## config.mk

```make
export PLATFORM = sky130hd
export DESIGN_NAME = smb_regbank
export DESIGN_NICKNAME = d
export VERILOG_FILES = /design/src/rtl/smb_pkg.sv /design/src/rtl/smb_link.sv /design/src/rtl/smb_regfile.sv /design/src/rtl/smb_regbank.sv
export SDC_FILE = /design/constraint.sdc
export NUM_CORES = 1
export LEC_CHECK = 0
export BUFFER_PORTS_ARGS = -buffer_cell sky130_fd_sc_hd__buf_2
export CAP_MARGIN = 10
export CELL_PAD_IN_SITES_DETAIL_PLACEMENT = 1
export CELL_PAD_IN_SITES_GLOBAL_PLACEMENT = 2
export CORE_MARGIN = 2
export CORE_UTILIZATION = 37
export CTS_CLUSTER_DIAMETER = 200
export DETAILED_ROUTE_END_ITERATION = 8
export GPL_ROUTABILITY_DRIVEN = 0
export GPL_TIMING_DRIVEN = 1
export MAX_ROUTING_LAYER = met4
export PLACE_DENSITY_LB_ADDON = 0.15
export SYNTH_ARGS = -nofsm -noshare
export SYNTH_HDL_FRONTEND = slang
export SYNTH_SLANG_ARGS = --single-unit
```

## constraint.sdc

```tcl
create_clock -name clk -period 2.65 [get_ports clk]
set_input_delay 0.265 -clock clk [delete_from_list [all_inputs] [get_ports clk]]
set_output_delay 0.265 -clock clk [all_outputs]
set_load 0.02 [all_outputs]
```

## src/rtl/smb_pkg.sv

```systemverilog
package smb_pkg;

  typedef enum logic [2:0] {
    PH_IDLE,
    PH_ADDR,
    PH_INDEX,
    PH_COUNT,
    PH_WDATA,
    PH_RDATA
  } phase_e;

  // Strobes from the bus controller to the register datapath
  typedef struct packed {
    logic rxShift;    // take one received bit
    logic setIndex;   // received byte becomes the register index
    logic setBudget;  // received byte becomes the write byte budget
    logic storeByte;  // write received byte at index, advance index
    logic loadCount;  // load transmit shifter with the byte-count register
    logic loadData;   // load transmit shifter from index, advance index
    logic txShift;    // move next transmit bit to the top
  } dpCmd_t;

endpackage

```

## src/rtl/smb_link.sv

```systemverilog
module smb_link
  import smb_pkg::*;
#(
  parameter logic [6:0] DEV_ADDR = 7'h69
) (
  input  logic       clk,
  input  logic       rstN,
  input  logic       sclIn,
  input  logic       sdaIn,
  input  logic [7:0] rxByte,
  input  logic       txMsb,
  input  logic       budgetLeft,
  output dpCmd_t     cmd,
  output logic       rxBit,
  output logic       sdaDriveLow
);

  localparam logic [3:0] BYTE_DONE = 4'd8;
  localparam logic [3:0] ACK_SLOT  = 4'd9;

  logic [1:0] sclSync, sdaSync;
  logic       sclPrev, sdaPrev;
  logic       sclS, sdaS;

  assign sclS = sclSync[1];
  assign sdaS = sdaSync[1];

  always_ff @(posedge clk) begin
    if (!rstN) begin
      sclSync <= 2'b11;
      sdaSync <= 2'b11;
      sclPrev <= 1'b1;
      sdaPrev <= 1'b1;
    end else begin
      sclSync <= {sclSync[0], sclIn};
      sdaSync <= {sdaSync[0], sdaIn};
      sclPrev <= sclS;
      sdaPrev <= sdaS;
    end
  end

  logic sclRise, sclFall, startEv, stopEv;
  assign sclRise = sclS & ~sclPrev;
  assign sclFall = ~sclS & sclPrev;
  assign startEv = sclS & sclPrev & sdaPrev & ~sdaS;
  assign stopEv  = sclS & sclPrev & ~sdaPrev & sdaS;
  assign rxBit   = sdaS;

  phase_e     phase, phaseN;
  logic [3:0] bitCnt, bitCntN;
  logic       ackLow, ackLowN, txEn, txEnN, hostAck, hostAckN;

  always_comb begin
    phaseN   = phase;
    bitCntN  = bitCnt;
    ackLowN  = ackLow;
    txEnN    = txEn;
    hostAckN = hostAck;
    cmd      = '0;
    if (startEv) begin
      phaseN  = PH_ADDR;
      bitCntN = '0;
      ackLowN = 1'b0;
      txEnN   = 1'b0;
    end else if (stopEv) begin
      phaseN  = PH_IDLE;
      bitCntN = '0;
      ackLowN = 1'b0;
      txEnN   = 1'b0;
    end else if (phase == PH_RDATA) begin
      if (sclRise) begin
        if (bitCnt < BYTE_DONE) bitCntN = bitCnt + 4'd1;
        else if (bitCnt == ACK_SLOT) hostAckN = ~sdaS;
      end
      if (sclFall) begin
        if (bitCnt == BYTE_DONE) begin
          txEnN   = 1'b0;
          bitCntN = ACK_SLOT;
        end else if (bitCnt == ACK_SLOT) begin
          bitCntN = '0;
          if (hostAck) begin
            cmd.loadData = 1'b1;
            txEnN        = 1'b1;
          end else begin
            phaseN = PH_IDLE;
          end
        end else if (bitCnt != 4'd0) begin
          cmd.txShift = 1'b1;
        end
      end
    end else if (phase != PH_IDLE) begin
      if (sclRise && bitCnt < BYTE_DONE) begin
        cmd.rxShift = 1'b1;
        bitCntN     = bitCnt + 4'd1;
      end
      if (sclFall && bitCnt == BYTE_DONE) begin
        ackLowN = 1'b1;
        bitCntN = ACK_SLOT;
        case (phase)
          PH_ADDR: if (rxByte[7:1] != DEV_ADDR) begin
            ackLowN = 1'b0;
            phaseN  = PH_IDLE;
            bitCntN = '0;
          end
          PH_INDEX: cmd.setIndex  = 1'b1;
          PH_COUNT: cmd.setBudget = 1'b1;
          default: if (budgetLeft) cmd.storeByte = 1'b1;
            else begin
              ackLowN = 1'b0;
              phaseN  = PH_IDLE;
              bitCntN = '0;
            end
        endcase
      end else if (sclFall && bitCnt == ACK_SLOT) begin
        ackLowN = 1'b0;
        bitCntN = '0;
        case (phase)
          PH_ADDR: if (rxByte[0]) begin
            phaseN        = PH_RDATA;
            cmd.loadCount = 1'b1;
            txEnN         = 1'b1;
          end else begin
            phaseN = PH_INDEX;
          end
          PH_INDEX: phaseN = PH_COUNT;
          PH_COUNT: phaseN = PH_WDATA;
          default: ;
        endcase
      end
    end
  end

  always_ff @(posedge clk) begin
    if (!rstN) begin
      phase   <= PH_IDLE;
      bitCnt  <= '0;
      ackLow  <= 1'b0;
      txEn    <= 1'b0;
      hostAck <= 1'b0;
    end else begin
      phase   <= phaseN;
      bitCnt  <= bitCntN;
      ackLow  <= ackLowN;
      txEn    <= txEnN;
      hostAck <= hostAckN;
    end
  end

  assign sdaDriveLow = ackLow | (txEn & ~txMsb);

endmodule

```

## src/rtl/smb_regfile.sv

```systemverilog
module smb_regfile
  import smb_pkg::*;
#(
  parameter int         NUM_REGS = 13,
  parameter int         CNT_IDX  = 12,
  parameter int         CNT_MAX  = 32,
  parameter logic [7:0] CNT_RST  = 8'h0D,
  parameter int         RO_W     = 3
) (
  input  logic                  clk,
  input  logic                  rstN,
  input  dpCmd_t                cmd,
  input  logic                  rxBit,
  input  logic [RO_W-1:0]       freqSel,
  output logic [7:0]            rxByte,
  output logic                  txMsb,
  output logic                  budgetLeft,
  output logic [NUM_REGS*8-1:0] regFlat
);

  localparam int         IDX_W   = $clog2(NUM_REGS);
  localparam int         CNT_W   = $clog2(CNT_MAX + 1);
  localparam logic [7:0] RW_MASK = 8'hFF >> RO_W;

  logic [7:0] regs [NUM_REGS];
  logic [7:0] idx, budget, rxSh, txSh;

  function automatic logic [7:0] readVal(input logic [7:0] i);
    if (int'(i) >= NUM_REGS) return 8'h00;
    if (i == 8'd0) return {freqSel, regs[0][7-RO_W:0]};
    return regs[i[IDX_W-1:0]];
  endfunction

  function automatic logic [7:0] storeVal(input int r, input logic [7:0] v);
    logic [7:0]       res;
    logic [CNT_W-1:0] fld;
    res = v;
    if (r == CNT_IDX) begin
      fld = v[CNT_W-1:0];
      res = '0;
      res[CNT_W-1:0] = (fld > CNT_W'(CNT_MAX)) ? CNT_W'(CNT_MAX) : fld;
    end else if (r == 0) begin
      res = v & RW_MASK;
    end
    return res;
  endfunction

  function automatic logic [7:0] nextIdx(input logic [7:0] i);
    return (i == 8'hFF) ? i : i + 8'd1;
  endfunction

  always_ff @(posedge clk) begin
    if (!rstN) begin
      for (int r = 0; r < NUM_REGS; r++) regs[r] <= (r == CNT_IDX) ? CNT_RST : 8'h00;
      idx    <= '0;
      budget <= '0;
      rxSh   <= '0;
      txSh   <= 8'hFF;
    end else begin
      if (cmd.rxShift)   rxSh   <= {rxSh[6:0], rxBit};
      if (cmd.setIndex)  idx    <= rxSh;
      if (cmd.setBudget) budget <= rxSh;
      if (cmd.storeByte) begin
        for (int r = 0; r < NUM_REGS; r++)
          if (int'(idx) == r) regs[r] <= storeVal(r, rxSh);
        idx    <= nextIdx(idx);
        budget <= budget - 8'd1;
      end
      if (cmd.loadCount) txSh <= readVal(8'(CNT_IDX));
      if (cmd.loadData) begin
        txSh <= readVal(idx);
        idx  <= nextIdx(idx);
      end
      if (cmd.txShift) txSh <= {txSh[6:0], 1'b1};
    end
  end

  assign rxByte     = rxSh;
  assign txMsb      = txSh[7];
  assign budgetLeft = (budget != 8'd0);

  for (genvar g = 0; g < NUM_REGS; g++) begin : gFlat
    if (g == 0) begin : gRo
      assign regFlat[7:0] = {freqSel, regs[0][7-RO_W:0]};
    end else begin : gRw
      assign regFlat[g*8 +: 8] = regs[g];
    end
  end

endmodule

```

## src/rtl/smb_regbank.sv

```systemverilog
module smb_regbank
  import smb_pkg::*;
#(
  parameter int         NUM_REGS = 13,
  parameter int         CNT_IDX  = 12,
  parameter int         CNT_MAX  = 32,
  parameter logic [7:0] CNT_RST  = 8'h0D,
  parameter int         RO_W     = 3,
  parameter logic [6:0] DEV_ADDR = 7'h69
) (
  input  logic                  clk,
  input  logic                  rstN,
  input  logic                  sclIn,
  input  logic                  sdaIn,
  output logic                  sdaDriveLow,
  input  logic [RO_W-1:0]       freqSel,
  output logic [NUM_REGS*8-1:0] regFlat
);

  dpCmd_t     cmd;
  logic [7:0] rxByte;
  logic       txMsb, budgetLeft, rxBit;

  smb_link #(.DEV_ADDR(DEV_ADDR)) uLink (
    .clk(clk), .rstN(rstN), .sclIn(sclIn), .sdaIn(sdaIn),
    .rxByte(rxByte), .txMsb(txMsb), .budgetLeft(budgetLeft),
    .cmd(cmd), .rxBit(rxBit), .sdaDriveLow(sdaDriveLow)
  );

  smb_regfile #(
    .NUM_REGS(NUM_REGS), .CNT_IDX(CNT_IDX), .CNT_MAX(CNT_MAX),
    .CNT_RST(CNT_RST), .RO_W(RO_W)
  ) uRegs (
    .clk(clk), .rstN(rstN), .cmd(cmd), .rxBit(rxBit), .freqSel(freqSel),
    .rxByte(rxByte), .txMsb(txMsb), .budgetLeft(budgetLeft), .regFlat(regFlat)
  );

endmodule

```

## Word-level counts from Yosys, hierarchy flattened

Memories as Yosys holds them, arrays and structs flattened. A register that Yosys moved wholly into a read port is not among the register bits.
Cells that the tools add are included.

| cells by class | value |
|---|---|
| muxes and demuxes | 158 |
| div/mod/pow operators | 0 |
| shift-type cells | 0 |
| bitwise logic cells | 32 |
| add/sub/neg operators | 3 |
| reductions and logical operators | 33 |
| order comparisons | 3 |
| multiply operators | 0 |
| eq/ne operators | 37 |

Operators by type and width:

| cell | number |
|---|---|
| 2-to-1 mux 8 bit | 32 |
| 2-to-1 mux 1 bit | 88 |
| 2-to-1 mux 4 bit | 14 |
| equality test 8 x 5 -> 1 bit (second input constant) | 5 |
| 2-to-1 mux 3 bit | 12 |
| equality test 8 x 4 -> 1 bit (second input constant) | 4 |
| AND reduction 10 bit | 2 |
| equality test 8 x 3 -> 1 bit (second input constant) | 2 |
| logical NOT 8 bit | 2 |
| 2-to-1 mux 7 bit | 2 |
| bitwise OR 1 bit | 14 |
| nonzero test 2 bit | 7 |
| != test 4 x 2 -> 1 bit (second input constant) | 3 |
| != test 6 x 3 -> 1 bit (second input constant) | 2 |
| nonzero test 3 bit | 4 |
| nonzero test 4 bit | 3 |
| 2-to-1 mux 5 bit | 2 |
| inverter 1 bit | 10 |
| nonzero test 5 bit | 2 |
| one-hot mux 3 bit (3 select lines) | 1 |
| adder 8 x 1 -> 8 bit (second input constant) | 1 |
| AND 1 bit | 8 |
| equality test 4 bit (second input constant) | 2 |
| equality test 8 x 2 -> 1 bit (second input constant) | 1 |
| 31 further kinds | 43 |

| storage, ports and cells | value |
|---|---|
| latch bits | 0 |
| memories kept | 1 |
| memory bits (writable) | 104 |
| input bits | 7 |
| bits in registers | 48 |
| logic and storage cells | 282 |
| ROM bits | 0 |

Memories:

| memory | depth | bits a word | rd ports | clocked after Yosys merged registers in | write ports | line | source |
|---|---|---|---|---|---|---|---|
| uRegs.regs | 13 | 8 | 14 | 1 | 13 | smb_regfile.sv:25 | `logic [7:0] regs [NUM_REGS];` |

## Longest topological paths before layout

Gate-level depths: netlist of run 1.

| depth | value |
|---|---|
| word-level depth | 18 |
| mapped depth | 10 |
| mapped depth without buffers | 8 |

## Cells and area by module

From an unflattened synthesis of run 1, not the netlist that was laid out.

| second synthesis, totals | value |
|---|---|
| cell total of the unflattened synthesis | 723 |
| area total of the unflattened synthesis | 7621.1 um2 |

By module, submodules not included:

| module | cells each | times used | area an instance (um2) |
|---|---|---|---|
| smb_regfile | 565 | 1 | 6402.4 |
| smb_link | 158 | 1 | 1218.7 |

## Worst setup path before layout of run 1

No wires, ideal clock.

| path | value |
|---|---|
| path type | register -> register |
| start | register uLink.bitCnt[0] |
| end | memory uRegs.regs[7][0], enable pin |
| data arrival time | 1907 ps |
| buffers on the path | 2 |
| cell stages (with the launch flop) | 10 |
| library setup time | 329 ps |
| setup slack | 415 ps |
| required time | 2321 ps |
| cell sequence | dfxtp_1 inv_1 ha_1 clkbuf_1 nand4_4 nor3_4 and3b_1 buf_2 nand2_2 nand2_1 |

RTL lines:

| what | line | source |
|---|---|---|
| start: declaration | smb_link.sv:50 | `logic [3:0] bitCnt, bitCntN;` |
| start signal: assignment | smb_link.sv:142 | `bitCnt <= bitCntN;` |
| end: declaration | smb_regfile.sv:25 |  |

==> results of run 1 <==
final cells by class:
cell class	instances	area share [%]
Sequential cell	151	44.4
Multi-Input combinational cell	469	35.0
Tap cell	270	3.73
Clock inverter	15	2.18
Inverter	27	1.12
Timing Repair Buffer	142	8.90
Clock buffer	17	4.70
path summary, 6_finish.rpt:
| path | from | to | cells after the start |
|---|---|---|---|
| worst max-delay path | uRegs.budget[0] | uRegs.regs[7][4] | 8 |
| worst min-delay path | sdaIn | uLink.sdaSync[0] | 2 |
| worst max register to register | uRegs.budget[0] | uRegs.regs[7][4] | 8 |
| worst min register to register | uLink.sclSync[0] | uLink.sclSync[1] | 1 |
worst max-delay path: cells and delay by family, from the launching register on:
kind	cells	cell delay, ns
adder cells (fa/ha/maj)	1	0.22
buffers and inverters	1	0.06
flip-flops	1	0.37
AND/OR/NAND/NOR	6	1.45
flip-flops by register name, indices dropped and copies added, names as in the netlist, 3 cells and up, named ones only:
name          cells
uRegs.txSh        8
uRegs.regs       99
uRegs.rxByte      8
uRegs.budget      8
uLink.bitCnt      4
uRegs.idx         8
uLink.phase       3
routing by layer:
| metal | vias to the layer above | GRT usage (%) |
|---|---|---|
| met5 | - | - |
| met4 | 0 | 6.41 |
| met3 | 34 | 4.00 |
| met2 | 160 | 37.2 |
| met1 | 3052 | 32.2 |
| li1 | 2763 | - |
per-stage QoR:
step | hold slack [ns] | std cells | util [%] | total power, mW | area (um^2)
after floorplan | 0.366 | 697 | - | 2.80 | 7520
after global placement | 0.390 | 1059 | 41.8 | 2.90 | 8410
after detailed placement | 0.398 | 1059 | 41.8 | 2.91 | 8410
after CTS | 0.000391 | 1091 | 44.9 | 5.44 | 9030
after global routing | 0.00921 | 1091 | 45.0 | 5.56 | 9050
final | 0.00863 | 1091 | 45.0 | 5.40 | 9050
logic make-up after synthesis:
family / synth area share (%)
AO/OA/AOI/OAI: 11.1
XOR/XNOR: 0.349
adder cells (fa/ha/maj): 1.50
buffers and inverters: 4.79
flip-flops: 53.4
multiplexers: 10.5
other: 0.0499
AND/OR/NAND/NOR: 18.3
power breakdown:
group | switching (mW) | internal [mW]
logic | 0.178 | 0.0759
registers | 0.0442 | 2.56
clock network | 1.18 | 1.37
layout by cell type, fill, tap and decap left out, drive strengths merged, types with 3 or more instances in the layout:
cell type / synthesis / layout
a21oi: 36 / 36
a221oi: 14 / 14
a22oi: 5 / 5
a31oi: 9 / 9
and2: 6 / 6
and3: 4 / 4
and3b: 3 / 3
buf: 24 / 142
clkbuf: 26 / 17
clkinv: 0 / 5
dfxtp: 52 / 52
edfxtp: 99 / 99
ha: 9 / 9
inv: 27 / 36
mux2: 4 / 4
mux2i: 16 / 16
mux4: 26 / 26
nand2: 64 / 64
nand2b: 11 / 11
nand3: 15 / 15
nand3b: 3 / 3
nand4: 4 / 4
nor2: 133 / 133
nor2b: 9 / 9
nor3: 10 / 10
nor3b: 3 / 3
nor4: 4 / 4
o211ai: 8 / 8
o21a: 4 / 4
o21ai: 20 / 20
o221ai: 3 / 3
o22ai: 3 / 3
or3: 3 / 3
or4: 3 / 3
==> impl_metrics.tcl, run 1 <==
set metrics [dict create \
    ctsResizeCount 0 \
    final.setup_skew_ns 0.0126 \
    final-setup-viol-count 0 \
    cts.repair_timing.setup_buffer_count 0 \
    met2WireLength_um 11500 \
    regToRegSetupSlack_ns 0.20 \
    tightest_slew_ns 0.718 \
    report.final.slew_viol_count 0 \
    start_util_pct 37.4 \
    post-place-ws_ns 0.126 \
    post_synth_main_area_contributors "edfxtp_1, dfxtp_1, mux4_2" \
    syn-mean-instance-area_um2 10.8 \
    peakVddDrop_uv 415 \
    drive_above_1_share_pct 27.8 \
    wl_per_cell_um 22.4 \
    buffer_depth_of_the_longest_clock_path 2 \
    critPathLaunchType "flop" \
    report.final.hold_viol_count 0 \
    vias 6009 \
    cp.required_ns 2.74 \
    ff_latch_area_um2 4020 \
    ys_seq_area_share_pct 53.4 \
    synth_cells 696 \
    clk_root_buffer_cell "clkbuf_16" \
    critical-path-slowest-cell "dfxtp_1" \
    min_path_type "input pin to flop" \
    grt_overflow_total 0 \
    final.setup.tns_ns 0 \
    synth.distinct_cells 75 \
    post-synth-top-area-cell "edfxtp_1" \
    fillerInstances 2250 \
    drt-initial-drc-count 395 \
    power-per-cell-area_nw_per_um2 597 \
    post-route-worst-setup-slack_ns 0.205 \
    worst_ep_arrival_time_ns 2.53 \
    floorplan.die_area_um2 21500 \
    run_status "finished, final reports clean" \
    multi_input_comb_area_um2 3170 \
    synth_enable_flop_cells 99 \
    core_area_um2 20100 \
    timing.slew.headroom_pct 52.2 \
    yosys_register_bits 151 \
    clock_tree.htree_level_count 4 \
    grt_pass1_vias 6169 \
    power.leakage_nw 3.47 \
    nets 824 \
    maximum_number_of_pins_on_one_net_before_global_route_repair 32 \
    synth_warnings 0 \
    clock_insertion_delay_worst_skew_ns 0.44 \
    routed_wirelength_um 24400 \
    tritoncts "built" \
    highest_cell_delay_on_the_worst_timing_path_ns 0.37 \
    global_route_wire_length_before_repair_um 37400 \
    path_clk_slew_ns 0.07 \
    post-route-drc-count 0 \
    synthMostInstantiatedCell "nor2_1" \
    critical_path_class "flop to flop" \
    detail_route.first_pass.iterations 5 \
    estimated_wirelength_of_the_detail_placed_design_um 18100 \
    yosys_most_used_dff "edfxtp_1" \
    fin_crit_sh_pct 92.3 \
    top_layer_used "met4" \
    route.layer.met1.wl_um 11600 \
    asyncSetResetFlopFracSynth_pct 0 \
    period_minus_slack_ns 2.45 \
    numCtsBuffers 17 \
    crit_chain "inv_1 -> ha_1 -> nor3b_1 -> and2_2 -> nor3_4 -> and3b_1 -> nand2_2 -> nand2_1" \
    routed-wl-met3_um 984 \
    floorplan.die.width_um 147 \
    setup.worst_path.end_class "flop" \
    design.portCount 112 \
    cts.sinks 151 \
    most_common_library_cells_after_synthesis "nor2_1, edfxtp_1, nand2_1, dfxtp_1, a21oi_1" \
    detail-route-antenna-nets 0 \
    fmax_mhz 409 \
    grtUsageTotal_pct 23.7 \
    syn_area_um2 7520 \
    port-buffer-count 109 \
    cts_hold_repair.buffers 0 \
    die_height_um 147 \
    area_growth_pct 20.4 \
    path_max_fanout 8 \
    antenna_found_initial 1 \
    rsz0062_at_grt "false" \
    drv_cap 0 \
    insertedDiodeCount 0 \
    synth_top_cell_area_share_pct 39.5 \
    num_rows 52 \
    vias_per_cell 5.51 \
]
No activity file was read; power rests on OpenSTA's default activity.
==> inputs of run 2 (changes only) <==
--- a/config.mk
+++ b/config.mk
@@ -10,7 +10,7 @@
 export CELL_PAD_IN_SITES_DETAIL_PLACEMENT = 1
 export CELL_PAD_IN_SITES_GLOBAL_PLACEMENT = 2
 export CORE_MARGIN = 2
-export CORE_UTILIZATION = 37
+export CORE_UTILIZATION = 34
 export CTS_CLUSTER_DIAMETER = 200
 export DETAILED_ROUTE_END_ITERATION = 8
 export GPL_ROUTABILITY_DRIVEN = 0
==> constraint.sdc (replaced) <==
create_clock -name clk -period 2.1 [get_ports clk]
set_input_delay 0.21 -clock clk [delete_from_list [all_inputs] [get_ports clk]]
set_output_delay 0.21 -clock clk [all_outputs]
set_load 0.02 [all_outputs]
==> run 2 against run 1 <==
  * The run now ends with negative setup slack left
  * Wire length grew 5.7%
  * Maximum frequency grew 15%
  * Worst hold slack better by 0.075 ns
  * First-iteration DRC count up 20%
  * Clock power increased by 27%
  * Setup slack worse by 0.23 ns
  * Global-route usage shrank 0.91 points
  * Final area grew 9.0%
  * Sequential power increased by 26%
  * Largest cell class unchanged
  * Largest power group unchanged
  * Highest routed layer unchanged
==> impl_metrics.tcl, run 2 (synthesis gave the netlist of run 1 again) <==
set metrics [dict create \
    largest-register "uRegs.regs" \
    drv_cap 0 \
    grtUsageTotal_pct 22.8 \
    critPathLaunchType "flop" \
    layout.cells.non_filler 1172 \
    final.setup.tns_ns -0.0541 \
    timing.slew.headroom_pct 56.2 \
    estimated_wirelength_of_the_detail_placed_design_um 19500 \
    numCtsBuffers 17 \
    post-route-worst-setup-slack_ns -0.0289 \
    report.final.hold_viol_count 0 \
    detail-route-antenna-nets 0 \
    end_of_flow_core_utilization_pct 45.3 \
    worst_ep_arrival_time_ns 2.43 \
    area_growth_pct 31.2 \
    detail_route.first_pass.iterations 4 \
    min_path_type "input pin to flop" \
    run_status "finished, violations left" \
    largest_register_ffs 99 \
    die_height_um 153 \
    fin_crit_sh_pct 101 \
    power-per-cell-area_nw_per_um2 696 \
    global_route_wire_length_before_repair_um 39500 \
    nets 895 \
    cp.required_ns 2.40 \
    wl_per_cell_um 22.0 \
    core_area_um2 21800 \
    power.leakage_nw 3.87 \
    tightest_slew_ns 0.656 \
    start_util_pct 34.6 \
    report.final.slew_viol_count 0 \
    floorplan.die.width_um 153 \
    path_clk_slew_ns 0.07 \
    path_max_fanout 14 \
    clock_insertion_delay_worst_skew_ns 0.44 \
    tritoncts "built" \
    antenna_found_initial 2 \
    drt-initial-drc-count 475 \
    postLayoutCellArea_um2 9870 \
    placed_area_um2 8990 \
    cts.sinks 151 \
    maximum_number_of_pins_on_one_net_before_global_route_repair 28 \
    vias 6321 \
    final.setup_skew_ns 0.0145 \
    fillerInstances 2433 \
    rsz0062_at_grt "true" \
    layout_commonest_cell "nor2_1" \
    hold_start "rstN" \
    placedCellCount 1131 \
    fmax_mhz 470 \
    num_rows 54 \
    routed_wirelength_um 25800 \
    clock_tree.htree_level_count 4 \
    peakVddDrop_uv 581 \
    critical_path_class "flop to flop" \
    final-setup-viol-count 2 \
    drive_above_1_share_pct 37.0 \
    insertedDiodeCount 0 \
    total_power_mw 6.86 \
    final.hold.worst_slack_ns 0.0839 \
    floorplan.die_area_um2 23300 \
    grt_overflow_total 0 \
    design.portCount 112 \
    clk_root_buffer_cell "clkbuf_16" \
    post-place-ws_ns -0.177 \
    grt_pass1_vias 6634 \
    post-route-drc-count 0 \
    buffer_depth_of_the_longest_clock_path 2 \
    vias_per_cell 5.39 \
    period_minus_slack_ns 2.13 \
    port-buffer-count 109 \
    setup.worst_path.end_class "flop" \
    layout.cells.most_common_list "nor2_1, buf_2, edfxtp_1" \
    violations "negative setup slack" \
]
==> run 2: cell count changes in the layout (fill, tap and decap cells not counted), sizes merged <==
cell | previous run | this run
clkinv | 5 | 2
bufinv | 1 | 2
dlygate4sd3 | 0 | 2
inv | 36 | 37
buf | 142 | 210
clkbuf | 17 | 18
clkinvlp | 0 | 1
==> run 2: critical path, cell delays in order, from the launching register on <==
cell and delay [ns]:
dfxtp_4 0.44, buf_12 0.19, mux4_2 0.53, mux4_2 0.48
mux2i_2 0.22, o211ai_1 0.12
==> run 2: worst paths after layout <==
kind / endpoint / cells after the start / slack, ns
hold reg to reg: uLink.sdaSync[1] / 1 / 0.42
hold / removal: uLink.sclSync[0] / 2 / 0.08
setup reg to reg: uRegs.txSh[1] / 5 / -0.03
setup / recovery: uRegs.txSh[1] / 5 / -0.03
==> run 2: final cells by class <==
class | count | area [um^2] | area share, %
Clock inverter | 15 | 180 | 1.83
Multi-Input combinational cell | 469 | 3350 | 34.0
Sequential cell | 151 | 4020 | 40.8
Clock buffer | 17 | 425 | 4.31
Timing Repair Buffer | 213 | 1440 | 14.6
Tap cell | 280 | 350 | 3.55
Inverter | 27 | 101 | 1.03
==> run 2: where the power goes <==
part           internal (mW)  switching, mW  leakage [nW]  total (mW)
Clock                   1.81           1.42         0.296        3.23
Sequential              3.22         0.0513          1.44        3.28
Combinational          0.121          0.241          2.13       0.362
==> run 2: what timing repair did <==
action	CTS	global route
cloned	0	1
buffers inserted	1	5
hold buffers	2	0
pin swaps	2	6
endpoints found under the hold margin	2	0
endpoints found under the setup margin	108	94
resized for setup	12	31
==> run 2: routing by layer <==
metal | vias to the layer above | GRT usage [%] | share of wire (%)
met2 | 172 | 37.0 | 49
met4 | 0 | 5.56 | 1.2
li1 | 2911 | - | -
met5 | - | - | 0
met3 | 28 | 3.92 | 4.6
met1 | 3210 | 29.9 | 46
